==> src/rtl/dst_pkg.sv <==
package dst_pkg;
  localparam int REG_W     = 8;
  localparam int MON_W     = 4;
  localparam int DOW_W     = 3;
  localparam int DATE_W    = 5;
  localparam int HOUR_W    = 5;
  localparam int MIN_W     = 6;
  localparam int SEC_W     = 6;
  localparam int RULE_REGS = 4;
  localparam int N_RULES   = 2;
  localparam int N_REGS    = RULE_REGS * N_RULES;
  localparam int SEL_W     = $clog2(N_REGS);
  localparam int EN_BIT    = REG_W - 1;
  localparam int PRIO_BIT  = REG_W - 1;

  typedef struct packed {
    logic [MON_W-1:0]  mon;
    logic              dow_prio;
    logic [DOW_W-1:0]  dow;
    logic [DATE_W-1:0] date;
    logic [HOUR_W-1:0] hour;
  } rule_t;

  typedef struct packed {
    logic [MON_W-1:0]  mon;
    logic [DOW_W-1:0]  dow;
    logic [DATE_W-1:0] date;
    logic [HOUR_W-1:0] hour;
    logic [MIN_W-1:0]  min;
    logic [SEC_W-1:0]  sec;
  } cal_t;

  // Reset value of each rule register, by index within the bank.
  function automatic logic [REG_W-1:0] reg_default(input int idx);
    case (idx % RULE_REGS)
      0:       reg_default = (idx < RULE_REGS) ? 8'h04 : 8'h0A;
      1:       reg_default = 8'h00;
      2:       reg_default = 8'h01;
      default: reg_default = 8'h02;
    endcase
  endfunction

  // Bits kept on a write, by index within the bank.
  function automatic logic [REG_W-1:0] reg_mask(input int idx);
    case (idx % RULE_REGS)
      0:       reg_mask = (idx == 0) ? 8'h8F : 8'h0F;
      1:       reg_mask = 8'h87;
      default: reg_mask = 8'h1F;
    endcase
  endfunction

  function automatic rule_t unpack_rule(input logic [REG_W-1:0] r_mon,
                                        input logic [REG_W-1:0] r_dow,
                                        input logic [REG_W-1:0] r_date,
                                        input logic [REG_W-1:0] r_hour);
    rule_t r;
    r.mon      = r_mon[MON_W-1:0];
    r.dow_prio = r_dow[PRIO_BIT];
    r.dow      = r_dow[DOW_W-1:0];
    r.date     = r_date[DATE_W-1:0];
    r.hour     = r_hour[HOUR_W-1:0];
    return r;
  endfunction

  function automatic logic day_hit(input rule_t r, input cal_t c);
    return r.dow_prio ? (c.dow == r.dow) : (c.date == r.date);
  endfunction

  function automatic logic top_of_hour(input cal_t c);
    return (c.min == '0) && (c.sec == '0);
  endfunction
endpackage

==> src/rtl/dst_rule_bank.sv <==
module dst_rule_bank
  import dst_pkg::*;
#(
  parameter logic [REG_W-1:0] RULE_BASE = 8'h15
) (
  input  logic             clk,
  input  logic             rst_n,
  input  logic             wr_en,
  input  logic [REG_W-1:0] wr_addr,
  input  logic [REG_W-1:0] wr_data,
  output rule_t            fwd_rule,
  output rule_t            rev_rule,
  output logic             dst_en
);
  logic [N_REGS-1:0][REG_W-1:0] regs;
  logic [REG_W-1:0]             offset;
  logic                         in_range;
  logic [SEL_W-1:0]             sel;

  assign offset   = wr_addr - RULE_BASE;
  assign in_range = (wr_addr >= RULE_BASE) && (offset < REG_W'(N_REGS));
  assign sel      = offset[SEL_W-1:0];

  always_ff @(posedge clk or negedge rst_n) begin
    if (!rst_n) begin
      for (int i = 0; i < N_REGS; i++) regs[i] <= reg_default(i);
    end else if (wr_en && in_range) begin
      for (int i = 0; i < N_REGS; i++)
        if (sel == SEL_W'(i)) regs[i] <= wr_data & reg_mask(i);
    end
  end

  assign fwd_rule = unpack_rule(regs[0], regs[1], regs[2], regs[3]);
  assign rev_rule = unpack_rule(regs[4], regs[5], regs[6], regs[7]);
  assign dst_en   = regs[0][EN_BIT];


  stray_write_chk: assert property (@(posedge clk) disable iff (!rst_n)
    !(wr_en && in_range) |=> $stable(regs));
endmodule

==> src/rtl/dst_rule_match.sv <==
module dst_rule_match
  import dst_pkg::*;
(
  input  rule_t rule,
  input  cal_t  cal,
  output logic  hit
);
  logic month_ok;
  logic day_ok;
  logic hour_ok;
  logic zero_ms;

  assign month_ok = (cal.mon == rule.mon);
  assign day_ok   = day_hit(rule, cal);
  assign hour_ok  = (cal.hour == rule.hour);
  assign zero_ms  = top_of_hour(cal);
  assign hit      = month_ok && day_ok && hour_ok && zero_ms;
endmodule

==> src/rtl/dst_event_ctl.sv <==
module dst_event_ctl (
  input  logic clk,
  input  logic rst_n,
  input  logic en,
  input  logic fwd_hit,
  input  logic rev_hit,
  output logic fwd_pulse,
  output logic rev_pulse,
  output logic in_dst
);
  logic fwd_arm, rev_arm;
  logic fwd_arm_q, rev_arm_q;
  logic fwd_fire, rev_fire;

  assign fwd_arm  = en && fwd_hit;
  assign rev_arm  = en && rev_hit;
  assign fwd_fire = fwd_arm && !fwd_arm_q;
  assign rev_fire = rev_arm && !rev_arm_q && in_dst && !fwd_fire;

  always_ff @(posedge clk or negedge rst_n) begin
    if (!rst_n) begin
      fwd_arm_q <= 1'b0;
      rev_arm_q <= 1'b0;
      fwd_pulse <= 1'b0;
      rev_pulse <= 1'b0;
      in_dst    <= 1'b0;
    end else begin
      fwd_arm_q <= fwd_arm;
      rev_arm_q <= rev_arm;
      fwd_pulse <= fwd_fire;
      rev_pulse <= rev_fire;
      if (fwd_fire)      in_dst <= 1'b1;
      else if (rev_fire) in_dst <= 1'b0;
    end
  end


  fwd_single_chk: assert property (@(posedge clk) disable iff (!rst_n)
    fwd_pulse |=> !fwd_pulse);

  rev_single_chk: assert property (@(posedge clk) disable iff (!rst_n)
    rev_pulse |=> !rev_pulse);

  fwd_sets_flag_chk: assert property (@(posedge clk) disable iff (!rst_n)
    fwd_pulse |-> in_dst);

  rev_needs_flag_chk: assert property (@(posedge clk) disable iff (!rst_n)
    rev_pulse |-> ($past(in_dst) && !in_dst));

  no_both_chk: assert property (@(posedge clk) disable iff (!rst_n)
    !(fwd_pulse && rev_pulse));

  gated_pulse_chk: assert property (@(posedge clk) disable iff (!rst_n)
    (fwd_pulse || rev_pulse) |-> $past(en));

  gated_flag_chk: assert property (@(posedge clk) disable iff (!rst_n)
    !$past(en) |-> $stable(in_dst));
endmodule

==> src/rtl/dst_switch.sv <==
module dst_switch
  import dst_pkg::*;
#(
  parameter logic [7:0] RULE_BASE = 8'h15
) (
  input  logic       clk,
  input  logic       rst_n,
  input  logic       cfg_we,
  input  logic [7:0] cfg_addr,
  input  logic [7:0] cfg_wdata,
  input  logic [3:0] cal_month,
  input  logic [2:0] cal_dow,
  input  logic [4:0] cal_date,
  input  logic [4:0] cal_hour,
  input  logic [5:0] cal_min,
  input  logic [5:0] cal_sec,
  output logic       fwd_strobe,
  output logic       rev_strobe,
  output logic       in_dst
);
  cal_t  cal;
  rule_t rules [N_RULES];
  logic  [N_RULES-1:0] hits;
  logic  dst_en;

  assign cal = '{mon: cal_month, dow: cal_dow, date: cal_date,
                 hour: cal_hour, min: cal_min, sec: cal_sec};

  dst_rule_bank #(.RULE_BASE(RULE_BASE)) u_bank (
    .clk      (clk),
    .rst_n    (rst_n),
    .wr_en    (cfg_we),
    .wr_addr  (cfg_addr),
    .wr_data  (cfg_wdata),
    .fwd_rule (rules[0]),
    .rev_rule (rules[1]),
    .dst_en   (dst_en)
  );

  for (genvar g = 0; g < N_RULES; g++) begin : g_match
    dst_rule_match u_match (
      .rule (rules[g]),
      .cal  (cal),
      .hit  (hits[g])
    );
  end

  dst_event_ctl u_ctl (
    .clk       (clk),
    .rst_n     (rst_n),
    .en        (dst_en),
    .fwd_hit   (hits[0]),
    .rev_hit   (hits[1]),
    .fwd_pulse (fwd_strobe),
    .rev_pulse (rev_strobe),
    .in_dst    (in_dst)
  );


  minute_block_chk: assert property (@(posedge clk) disable iff (!rst_n)
    (cal_min != '0 || cal_sec != '0) |-> (hits == '0));
endmodule

==> config.mk <==
export PLATFORM = sky130hd
export DESIGN_NAME = dst_switch
export DESIGN_NICKNAME = d
export VERILOG_FILES = /design/src/rtl/dst_pkg.sv /design/src/rtl/dst_rule_bank.sv /design/src/rtl/dst_rule_match.sv /design/src/rtl/dst_event_ctl.sv /design/src/rtl/dst_switch.sv
export SDC_FILE = /design/constraint.sdc
export NUM_CORES = 1
export LEC_CHECK = 0
export CAP_MARGIN = 20
export CORE_ASPECT_RATIO = 1.5
export CORE_UTILIZATION = 44
export CTS_CLUSTER_SIZE = 14
export DETAILED_ROUTE_END_ITERATION = 12
export GPL_ROUTABILITY_DRIVEN = 1
export PLACE_DENSITY = 0.75
export SYNTH_ARGS = -nofsm -noshare
export SYNTH_HDL_FRONTEND = slang
export SYNTH_SLANG_ARGS = --single-unit
export TNS_END_PERCENT = 1
==> constraint.sdc <==
create_clock -name clk -period 1.5 [get_ports clk]
set_input_delay 0.375 -clock clk [delete_from_list [all_inputs] [get_ports clk]]
set_output_delay 0.375 -clock clk [all_outputs]
set_load 0.01 [all_outputs]
# Yosys cells after proc, flatten, opt, wreduce, memory -nomap -nowiden
# Index checks and enable logic that the tools add are counted.
[word_totals]
inputBits = 48
word_cells = 89
register_bits = 53
out_inout_bits = 3
[classes]
muxes = 20
n_reduce_logical = 30
order_cmp = 2
n_eq_ne = 15
add_sub_neg = 1
bitwise = 8
[ops]
columns = ["op", "count"]
rows = [
  ["$mux W8", 6],
  ["$mux W5", 8],
  ["$and A8 B8 Y8", 3],
  ["$and A5 B5 Y5", 4],
  ["$eq A5 B5 Y1", 4],
  ["$reduce_and A2 Y1", 8],
  ["$logic_and A1 B1 Y1", 15],
  ["$eq A3 B3 Y1 const B", 4],
  ["$logic_not A6 Y1", 2],
  ["$eq A4 B4 Y1", 2],
  ["$ge A8 B5 Y1 const B", 1],
  ["$lt A8 B4 Y1 const B", 1],
  ["$mux W4", 2],
  ["$sub A8 B5 Y8 const B", 1],
  ["$eq A3 B2 Y1 const B", 2],
  ["$eq A3 B3 Y1", 2],
  ["$and A4 B4 Y4", 1],
  ["$mux W1", 4],
  ["$eq A3 B1 Y1 const B", 1],
  ["$logic_not A1 Y1", 3],
  ["$logic_not A3 Y1", 1],
  ["$reduce_bool A2 Y1", 1],
]

# Logic depth before layout (Yosys ltp)
# Gate-level depths: netlist of the first run.
[logic_depth]
depth_word = 11
ltp_mapped = 5
mapped_depth_nobuf = 5

# By module
# From an unflattened synthesis of the first run, not the netlist that was laid out.
[hier_totals]
hier_cells = 159
hier_area_um2 = 2113.3
[modules_own_cells]
columns = ["mod", "seq_area_each_um2", "instances", "cells_each", "area_each_um2"]
rows = [
  ["dst_rule_bank", 934.6, 1, 92, 1495.2],
  ["dst_rule_match", 0.0, 2, 27, 220.2],
  ["dst_event_ctl", 125.1, 1, 13, 177.7],
]

# Worst setup path after synthesis of the first run
# No wires, ideal clock.
[synth_path]
kind = "input-to-reg"
from = "input port cal_sec[1]"
to = "register u_ctl.rev_pulse"
arrival_ps = 1701
path_stages = 5
setup_time_ps = 120
path_buffers = 0
required_time_ps = 1380
path_slack_ps = -321
cell_sequence = "nor4b_1 -> nand4_1 -> nor4_1 -> or4b_1 -> and3_1"
[synth_via]
elab_chain_len = 7
elab_cells_between_ends = 11
cone_classes = "11 x reduce/logical"
[synth_lines]
columns = ["item", "line", "rtl"]
rows = [
  ["start, declared", "dst_switch.sv:16", "input logic [5:0] cal_sec,"],
  ["$logic_not A6 Y1 *", "dst_pkg.sv:70", "return (c.min == '0) && (c.sec == '0);"],
  ["$logic_and A1 B1 Y1 *", "dst_pkg.sv:70", ""],
  ["$logic_and A1 B1 Y1", "dst_rule_match.sv:17", "assign hit = month_ok && day_ok && hour_ok && zero_ms;"],
  ["$logic_and A1 B1 Y1, on equally long branches", "dst_event_ctl.sv:16, dst_event_ctl.sv:15", ""],
  ["$logic_and A1 B1 Y1, on equally long branches", "dst_event_ctl.sv:18, dst_event_ctl.sv:17", ""],
  ["$logic_and A1 B1 Y1 / $logic_not A1 Y1 (equally long branches)", "dst_event_ctl.sv:18", "assign rev_fire = rev_arm && !rev_arm_q && in_dst && !fwd_fire;"],
  ["$logic_and A1 B1 Y1 *", "dst_event_ctl.sv:18", ""],
  ["net u_ctl.rev_fire", "dst_event_ctl.sv:13", "logic fwd_fire, rev_fire;"],
  ["end signal, assigned", "dst_event_ctl.sv:31", "rev_pulse <= rev_fire;"],
  ["end, declared", "dst_event_ctl.sv:8", "output logic rev_pulse,"],
]
# Mark *: on every way through the listed nets, which the timed path passes. The rest lies on a longest branch.
# A chain may end at the register's enable or synchronous reset.

# Final worst setup path of the first run
[layout_path]
from = "register u_bank.regs (netlist bit u_bank.fwd_rule[4])"
to = "register u_ctl.rev_pulse"
[layout_via]
elab_chain_len = 7
[layout_lines]
columns = ["item", "line", "rtl"]
rows = [
  ["start, declared", "dst_rule_bank.sv:15", "logic [N_REGS-1:0][REG_W-1:0] regs;"],
  ["start signal, assigned by index", "dst_rule_bank.sv:29", "if (sel == SEL_W'(i)) regs[i] <= wr_data & reg_mask(i);"],
  ["$eq A5 B5 Y1", "dst_rule_match.sv:15", "assign hour_ok = (cal.hour == rule.hour);"],
  ["$logic_and A1 B1 Y1 (2 in series)", "dst_rule_match.sv:17", ""],
  ["$logic_and A1 B1 Y1", "dst_event_ctl.sv:15", "assign fwd_arm = en && fwd_hit;"],
  ["$logic_and A1 B1 Y1", "dst_event_ctl.sv:17", "assign fwd_fire = fwd_arm && !fwd_arm_q;"],
  ["$logic_not A1 Y1", "dst_event_ctl.sv:18", ""],
  ["$logic_and A1 B1 Y1", "dst_event_ctl.sv:18", ""],
  ["net u_ctl.rev_fire", "dst_event_ctl.sv:13", ""],
]
# The timed path passes the listed nets, and every way through them passes these cells.

==> results.md, run 1 <==
- DRC Markers: 0
- Post-Synth Simple-Gate Area: 11.7%
- Vertical extent of the die: 86.7 µm
- Post-route cell area: 0.00319 mm²
- Overall overflow remaining after global route: 0
- Minimum clock period after layout: 1.83 ns
- Aggregate global-route resource usage: 23.1%
- Leak: 1.53 nW
- CTS clock-pin slew for the worst setup and hold paths: 0.08 ns
- Starting Density: 46.4%
- Class of the tightest hold or removal check: input port to async pin
- Crit Path Max Fanout: 3
- NumNets Final: 296
- Clock tree from TritonCTS: yes
- CTS Buf Count: 5
- Growth of design area from synthesis to finish: 51.5%
- Crit share post-route: 122%
- Number of cell instances on the worst register-to-register path: 5
- Critical path, cell by cell: xnor2_2, nand4_1, nor4_2, or4b_4, and3_4
- Post-DP HPWL: 3830 µm
- Cell area after placement: 0.00295 mm²
- Final count of negative-setup-slack endpoints: 9
- Minimum setup slack in the final design: -0.328 ns
- Cell with the biggest individual delay on the critical path: sky130_fd_sc_hd__or4b_4
- Total clock sinks: 42
- Maximum number of pins on one net before global-route repair: 43
- Top post-synthesis cells by area: sky130_fd_sc_hd__dfrtp_1 42%, sky130_fd_sc_hd__mux2_2 19%, sky130_fd_sc_hd__dfstp_2 8.7%
- Required time at the endpoint of the critical path: 1.70 ns
- RSZ-0062 raised after global routing: yes
- Antenna violations before repair: 0
- Number of H-tree branching levels: 2
- Max capacitance violation total: 0
- Post-DRT Antenna Nets: 0
- Vias in the first global route: 1,801
- FF-to-FF End: u_ctl.rev_pulse
- Worst hold slack: 0.0362 ns
- Instance count of the mapped netlist: 161
- Total number of placement rows: 30
- First-pass GRT wire length: 8450 µm
- Average size of a mapped cell: 13.1 µm²
- Xor and xnor area share after synthesis: 14.9%
- Relative slew slack: 70.8%
- Summed negative setup slack over all endpoints: -0.965 ns
- Die ar.: 0.00507 mm²
- Synth warn: 0
- Leading area contributor after synthesis: sky130_fd_sc_hd__dfrtp_1
- Final Hold Vio Count: 0
- Failing checks: setup timing
- Outcome: complete, but fails checks
- Summed instance area of the synthesized netlist: 0.00211 mm²
- Antenna fix cells: 0
- Type of origin of the critical path: register
- Arrival time at the worst endpoint: 2.02 ns
- Number of buffers on the longest clock path: 2
- Via-to-Cell Ratio: 5.10
- Total Routed Length: 5230 µm
- RePlAce Congestion: 0.914
- Flip-flop and latch count after synthesis: 42
- Post-synth top area share: 41.6%
- Clock Skew: 0.00822 ns
- Die extent in x: 58.5 µm
- Vias after detailed routing: 1,587
- Worst IR Drop VDD: 0.510 mV
- Detailed-router iteration count before antenna repair: 2
- Share of synthesized area spent on multiplexers: 19.8%
- Detailed router's first-iteration violation count: 38
- CP max stage delay: 0.51 ns
- Port buffer count: 48
- Capturing element type of the critical path: register
- Actual slew at the worst max-slew pin: 0.437 ns
- Final core utilization: 70.2%
- Power density over the cells: 809 mW/mm²
- Number of distinct standard cells referenced by the synthesized netlist: 28
- Count of pins over their slew limit: 0
- Dominant combinational cell family by area after synthesis: multiplexers
- Total design power: 2.58 mW
- Most common library cell in the layout ignoring fill and taps: sky130_fd_sc_hd__dfrtp_1
- Top library cells by usage in the layout, fill and taps aside: 35 x sky130_fd_sc_hd__dfrtp_1, 31 x sky130_fd_sc_hd__mux2_2, 30 x sky130_fd_sc_hd__buf_4
- Critical path class: register to register
- Start of the worst register-to-register path: u_bank.fwd_rule[4]
- Layout cells sized above 1: 48.2%
- Clock latency on the worst-skew pair: 0.30 ns
- Area of the core: 0.00454 mm²
- Sequential element share of the synthesized area: 50.3%
- Net count after synthesis: 211
- Maximum clock rate: 0.547 GHz
- WL/cell: 16.8 µm
- Worst reg-to-reg setup slack: -0.33 ns
- Root buffer cell: sky130_fd_sc_hd__clkbuf_8
- Share of the synthesized area in compound gates (AO/OA/AOI/OAI): 1.19%
- Adder and majority gate portion of the synthesized area: 1.19%
- Ports: 51
==> per-stage QoR <==
stage / instances / setup WS (ns)
final: 311 / -0.328
after global routing: 311 / -0.393
after CTS: 310 / -0.365
after detailed placement: 301 / -0.845
after global placement: 301 / -0.768
after floorplan: 161 / -0.167
==> worst max-delay path by stage <==
stage                                   from              end  slack (ns)  cells past startpoint
final                     u_bank.fwd_rule[4]  u_ctl.rev_pulse       -0.33                      5
after global routing      u_bank.fwd_rule[4]  u_ctl.rev_pulse       -0.39                      5
after CTS                       cal_month[0]  u_ctl.rev_pulse       -0.37                      6
after detailed placement          cal_min[1]  u_ctl.rev_pulse       -0.84                      6
after global placement           cal_hour[4]  u_ctl.rev_pulse       -0.77                      6
after floorplan                   cal_min[1]  u_ctl.rev_pulse       -0.17                      5
==> repair_timing <==
action,in CTS,in global routing
pin swaps,14,7
buffers inserted,1,1
hold endpoints to repair,0,0
resized for setup,64,14
setup endpoints to repair,45,23
hold buffers,0,0
==> Yosys cell counts <==
cell type and number:
sky130_fd_sc_hd__dfrtp_1 35, sky130_fd_sc_hd__inv_1 3, sky130_fd_sc_hd__a22oi_1 2, sky130_fd_sc_hd__nor3b_2 2, sky130_fd_sc_hd__o21ai_1 1, sky130_fd_sc_hd__nor3_1 8
sky130_fd_sc_hd__nand2_1 2, sky130_fd_sc_hd__dfstp_2 7, sky130_fd_sc_hd__nor4_1 3, sky130_fd_sc_hd__ha_1 2, sky130_fd_sc_hd__o21ai_0 1, sky130_fd_sc_hd__xnor2_2 1
sky130_fd_sc_hd__nor3b_1 1, sky130_fd_sc_hd__nor2_1 4, sky130_fd_sc_hd__nor4b_4 1, sky130_fd_sc_hd__and4b_1 1, sky130_fd_sc_hd__nand4_1 3, sky130_fd_sc_hd__and3_1 3
sky130_fd_sc_hd__nor4b_1 1, sky130_fd_sc_hd__mux2_2 36, sky130_fd_sc_hd__or4b_1 1, sky130_fd_sc_hd__nand3_1 3, sky130_fd_sc_hd__xnor2_1 14, sky130_fd_sc_hd__mux2_1 1
sky130_fd_sc_hd__xor2_1 20, sky130_fd_sc_hd__nor3_2 2, sky130_fd_sc_hd__or4_1 1, sky130_fd_sc_hd__clkbuf_1 2
==> area by class of cell <==
cell class | count | area (µm²)
clock inverter | 2 | 37.5
clock buffer | 6 | 72.6
sequential | 42 | 1060
inverter | 3 | 11.3
multi-input combinational | 114 | 1210
fill | 327 | 1350
timing repair buffer | 80 | 723
tap | 64 | 80.1
==> per-layer routing <==
metal | global-route usage (%) | wire, µm | vias up
met4 | 10.8 | 136 | 0
met1 | 23.2 | 1880 | 807
li1 | - | - | 736
met3 | 5.82 | 190 | 12
met2 | 43.1 | 3020 | 32
met5 | 0 | 0 | -
==> worst max-delay path: cells and delay by family (launching register included) <==
kind             cells  cell delay [ns]
AND/OR/NAND/NOR      4             1.13
XOR/XNOR             1             0.19
flip-flops           1             0.41
==> kinds of logic after synthesis <==
logic type / count (synthesis)
DFF: 42
muxes: 37
and+or+nand+nor: 36
xor gates and xnor gates: 35
buffers and inverters: 5
AOI/OAI and AO/OA: 4
adders and majority gates: 2
==> sequential cells by signal, summed over array words and instances, names as in the netlist <==
| name | count |
|---|---|
| u_ctl.fwd_arm_q | 1 |
| u_bank.fwd_rule | 18 |
| u_ctl.fwd_pulse | 1 |
| u_ctl.in_dst | 1 |
| u_ctl.rev_pulse | 1 |
| u_ctl.rev_arm_q | 1 |
| u_bank.dst_en | 1 |
| u_bank.rev_rule | 18 |
==> where the power goes <==
part           internal, mW  leakage [nW]  switching, mW
combinational         0.261         0.930          0.189
clock                 0.497        0.0514          0.394
sequential             1.20         0.551         0.0418
Note: power is estimated with default switching activity, not from simulation.
==> inputs of run 2 (changes only) <==
--- a/config.mk
+++ b/config.mk
@@ -5,12 +5,15 @@
 export SDC_FILE = /design/constraint.sdc
 export NUM_CORES = 1
 export LEC_CHECK = 0
+export ABC_CLOCK_PERIOD_IN_PS = 1500
 export CAP_MARGIN = 20
 export CORE_ASPECT_RATIO = 1.5
+export CORE_MARGIN = 5
 export CORE_UTILIZATION = 44
 export CTS_CLUSTER_SIZE = 14
 export DETAILED_ROUTE_END_ITERATION = 12
 export GPL_ROUTABILITY_DRIVEN = 1
+export GPL_TIMING_DRIVEN = 0
 export PLACE_DENSITY = 0.75
 export SYNTH_ARGS = -nofsm -noshare
 export SYNTH_HDL_FRONTEND = slang
==> results.md, run 2 (synthesis results as in run 1) <==
- RSZ-0062 raised after global routing: yes
- Leak: 1.45 nW
- Detailed route wirelength on metal2: 2940 µm
- Root buffer cell: sky130_fd_sc_hd__clkbuf_8
- Via-to-Cell Ratio: 5.20
- Relative slew slack: 37.9%
- Total number of placement rows: 30
- CTS Buf Count: 5
- Crit share post-route: 123%
- Vertical extent of the die: 94.7 µm
- Area of the core: 0.00458 mm²
- Total clock sinks: 42
- Crit Path Max Fanout: 3
- Number of buffers on the longest clock path: 2
- Total placed cells including tap cells: 273
- Worst IR Drop VDD: 0.572 mV
- Arrival time at the worst endpoint: 2.03 ns
- Max capacitance violation total: 0
- Count of pins over their slew limit: 0
- Filler Cells Inserted: 364
- Ports: 51
- Top routing layer in use: met4
- Type of origin of the critical path: input port
- Detailed router's first-iteration violation count: 36
- DRC Markers: 0
- Outcome: complete, but fails checks
- Post-DP HPWL: 3740 µm
- NumNets Final: 271
- Die ar.: 0.00630 mm²
- Growth of design area from synthesis to finish: 44.3%
- Maximum number of pins on one net before global-route repair: 43
- RePlAce Congestion: 0.786
- Starting Density: 46.0%
- Power density over the cells: 788 mW/mm²
- Non-filler cells in the finished layout: 286
- Detailed-router iteration count before antenna repair: 2
- Routed met1 length: 1870 µm
- Final Hold Vio Count: 0
- Aggregate global-route resource usage: 17.6%
- Clock tree from TritonCTS: yes
- Routed met3 length: 155 µm
- Final core utilization: 66.3%
- WL/cell: 18.0 µm
- Minimum clock period after layout: 1.84 ns
- Port buffer count: 48
- Combined area of the multi-input logic cells: 0.00124 mm²
- Post-DRT Antenna Nets: 0
- Failing checks: setup timing
- Sequential cell area in the final layout: 0.00106 mm²
- Worst hold slack: 0.214 ns
- Clock latency on the worst-skew pair: 0.29 ns
- Class of the tightest hold or removal check: input port to async pin
- Summed negative setup slack over all endpoints: -8.80 ns
- Antenna violations before repair: 0
- Critical path class: input port to register
- Die extent in x: 66.5 µm
- Actual slew at the worst max-slew pin: 0.932 ns
- Required time at the endpoint of the critical path: 1.69 ns
- First-pass GRT wire length: 8140 µm
- Antenna fix cells: 0
- Maximum clock rate: 0.543 GHz
- Top library cells by usage in the layout, fill and taps aside: 35 x sky130_fd_sc_hd__dfrtp_1, 29 x sky130_fd_sc_hd__mux2_2, 20 x sky130_fd_sc_hd__xor2_1
- Minimum setup slack in the final design: -0.340 ns
- Clock Skew: 0.00411 ns
- Vias in the first global route: 1,690
- Capturing element type of the critical path: register
- Total Routed Length: 5140 µm
- Overall overflow remaining after global route: 0
- CTS clock-pin slew for the worst setup and hold paths: 0.08 ns
- Final count of negative-setup-slack endpoints: 41
- Layout cells sized above 1: 40.5%
- Most common library cell in the layout ignoring fill and taps: sky130_fd_sc_hd__dfrtp_1
- Number of H-tree branching levels: 2
- Vias after detailed routing: 1,487
run 2: layout make-up:
class | instances | area share [%]
repair buffers | 53 | 17.2
inverters | 3 | 0.371
well taps | 64 | 2.64
multi-input cells | 114 | 40.9
clock buffers | 6 | 2.72
clock inverters | 2 | 0.412
flip-flops and latches | 42 | 34.9
plain buffers | 2 | 0.906
run 2: critical path: stages:
cell and delay, ns:
sky130_fd_sc_hd__clkdlybuf4s50_1 0.45, sky130_fd_sc_hd__xor2_1 0.18, sky130_fd_sc_hd__nor3_2 0.23, sky130_fd_sc_hd__a22oi_2 0.10, sky130_fd_sc_hd__or4b_4 0.54, sky130_fd_sc_hd__and3_4 0.16
run 2: worst paths after layout:
| kind | start | to | slack (ns) | cells after the start |
|---|---|---|---|---|
| hold reg to reg | u_ctl.fwd_arm_q | u_ctl.fwd_pulse | 0.53 | 2 |
| setup / recovery | cal_date[3] | u_ctl.rev_pulse | -0.34 | 6 |
| min in group clk | u_ctl.fwd_arm_q | u_ctl.fwd_pulse | 0.53 | 2 |
| setup reg to reg | u_bank.fwd_rule[4] | u_ctl.rev_pulse | -0.28 | 5 |
| max in group asynchronous | rst_n | u_bank.rev_rule[2] | 0.70 | 1 |
| hold / removal | rst_n | u_bank.rev_rule[12] | 0.21 | 1 |
run 2: report_power, final:
part	total (mW)	internal (mW)	switching, mW	leakage [nW]
logic	0.403	0.221	0.182	0.857
clock network	0.754	0.370	0.384	0.0472
registers	1.24	1.20	0.0410	0.551
run 2: per-stage QoR:
| step | instance area, µm² | worst slack (ns) | power, mW |
|---|---|---|---|
| global route | 3040 | -0.359 | 2.50 |
| global placement | 2720 | -1.06 | 1.61 |
| finish | 3040 | -0.340 | 2.39 |
| CTS | 2930 | -0.369 | 2.39 |
| floorplan | 2160 | -0.167 | 1.41 |
| detailed placement | 2720 | -1.10 | 1.63 |
run 2: routing by layer:
metal	GRT usage, %	up-vias
met1	17.8	754
met4	7.97	0
met2	33.5	29
li1	-	692
met3	3.57	12
met5	0	-
run 2: what timing repair did:
item,in CTS,in global routing
setup buffers,2,3
gates resized for setup,54,25
gates cloned,0,0
pin swaps,15,16
hold buffers,0,0
endpoints found under the setup margin,45,41
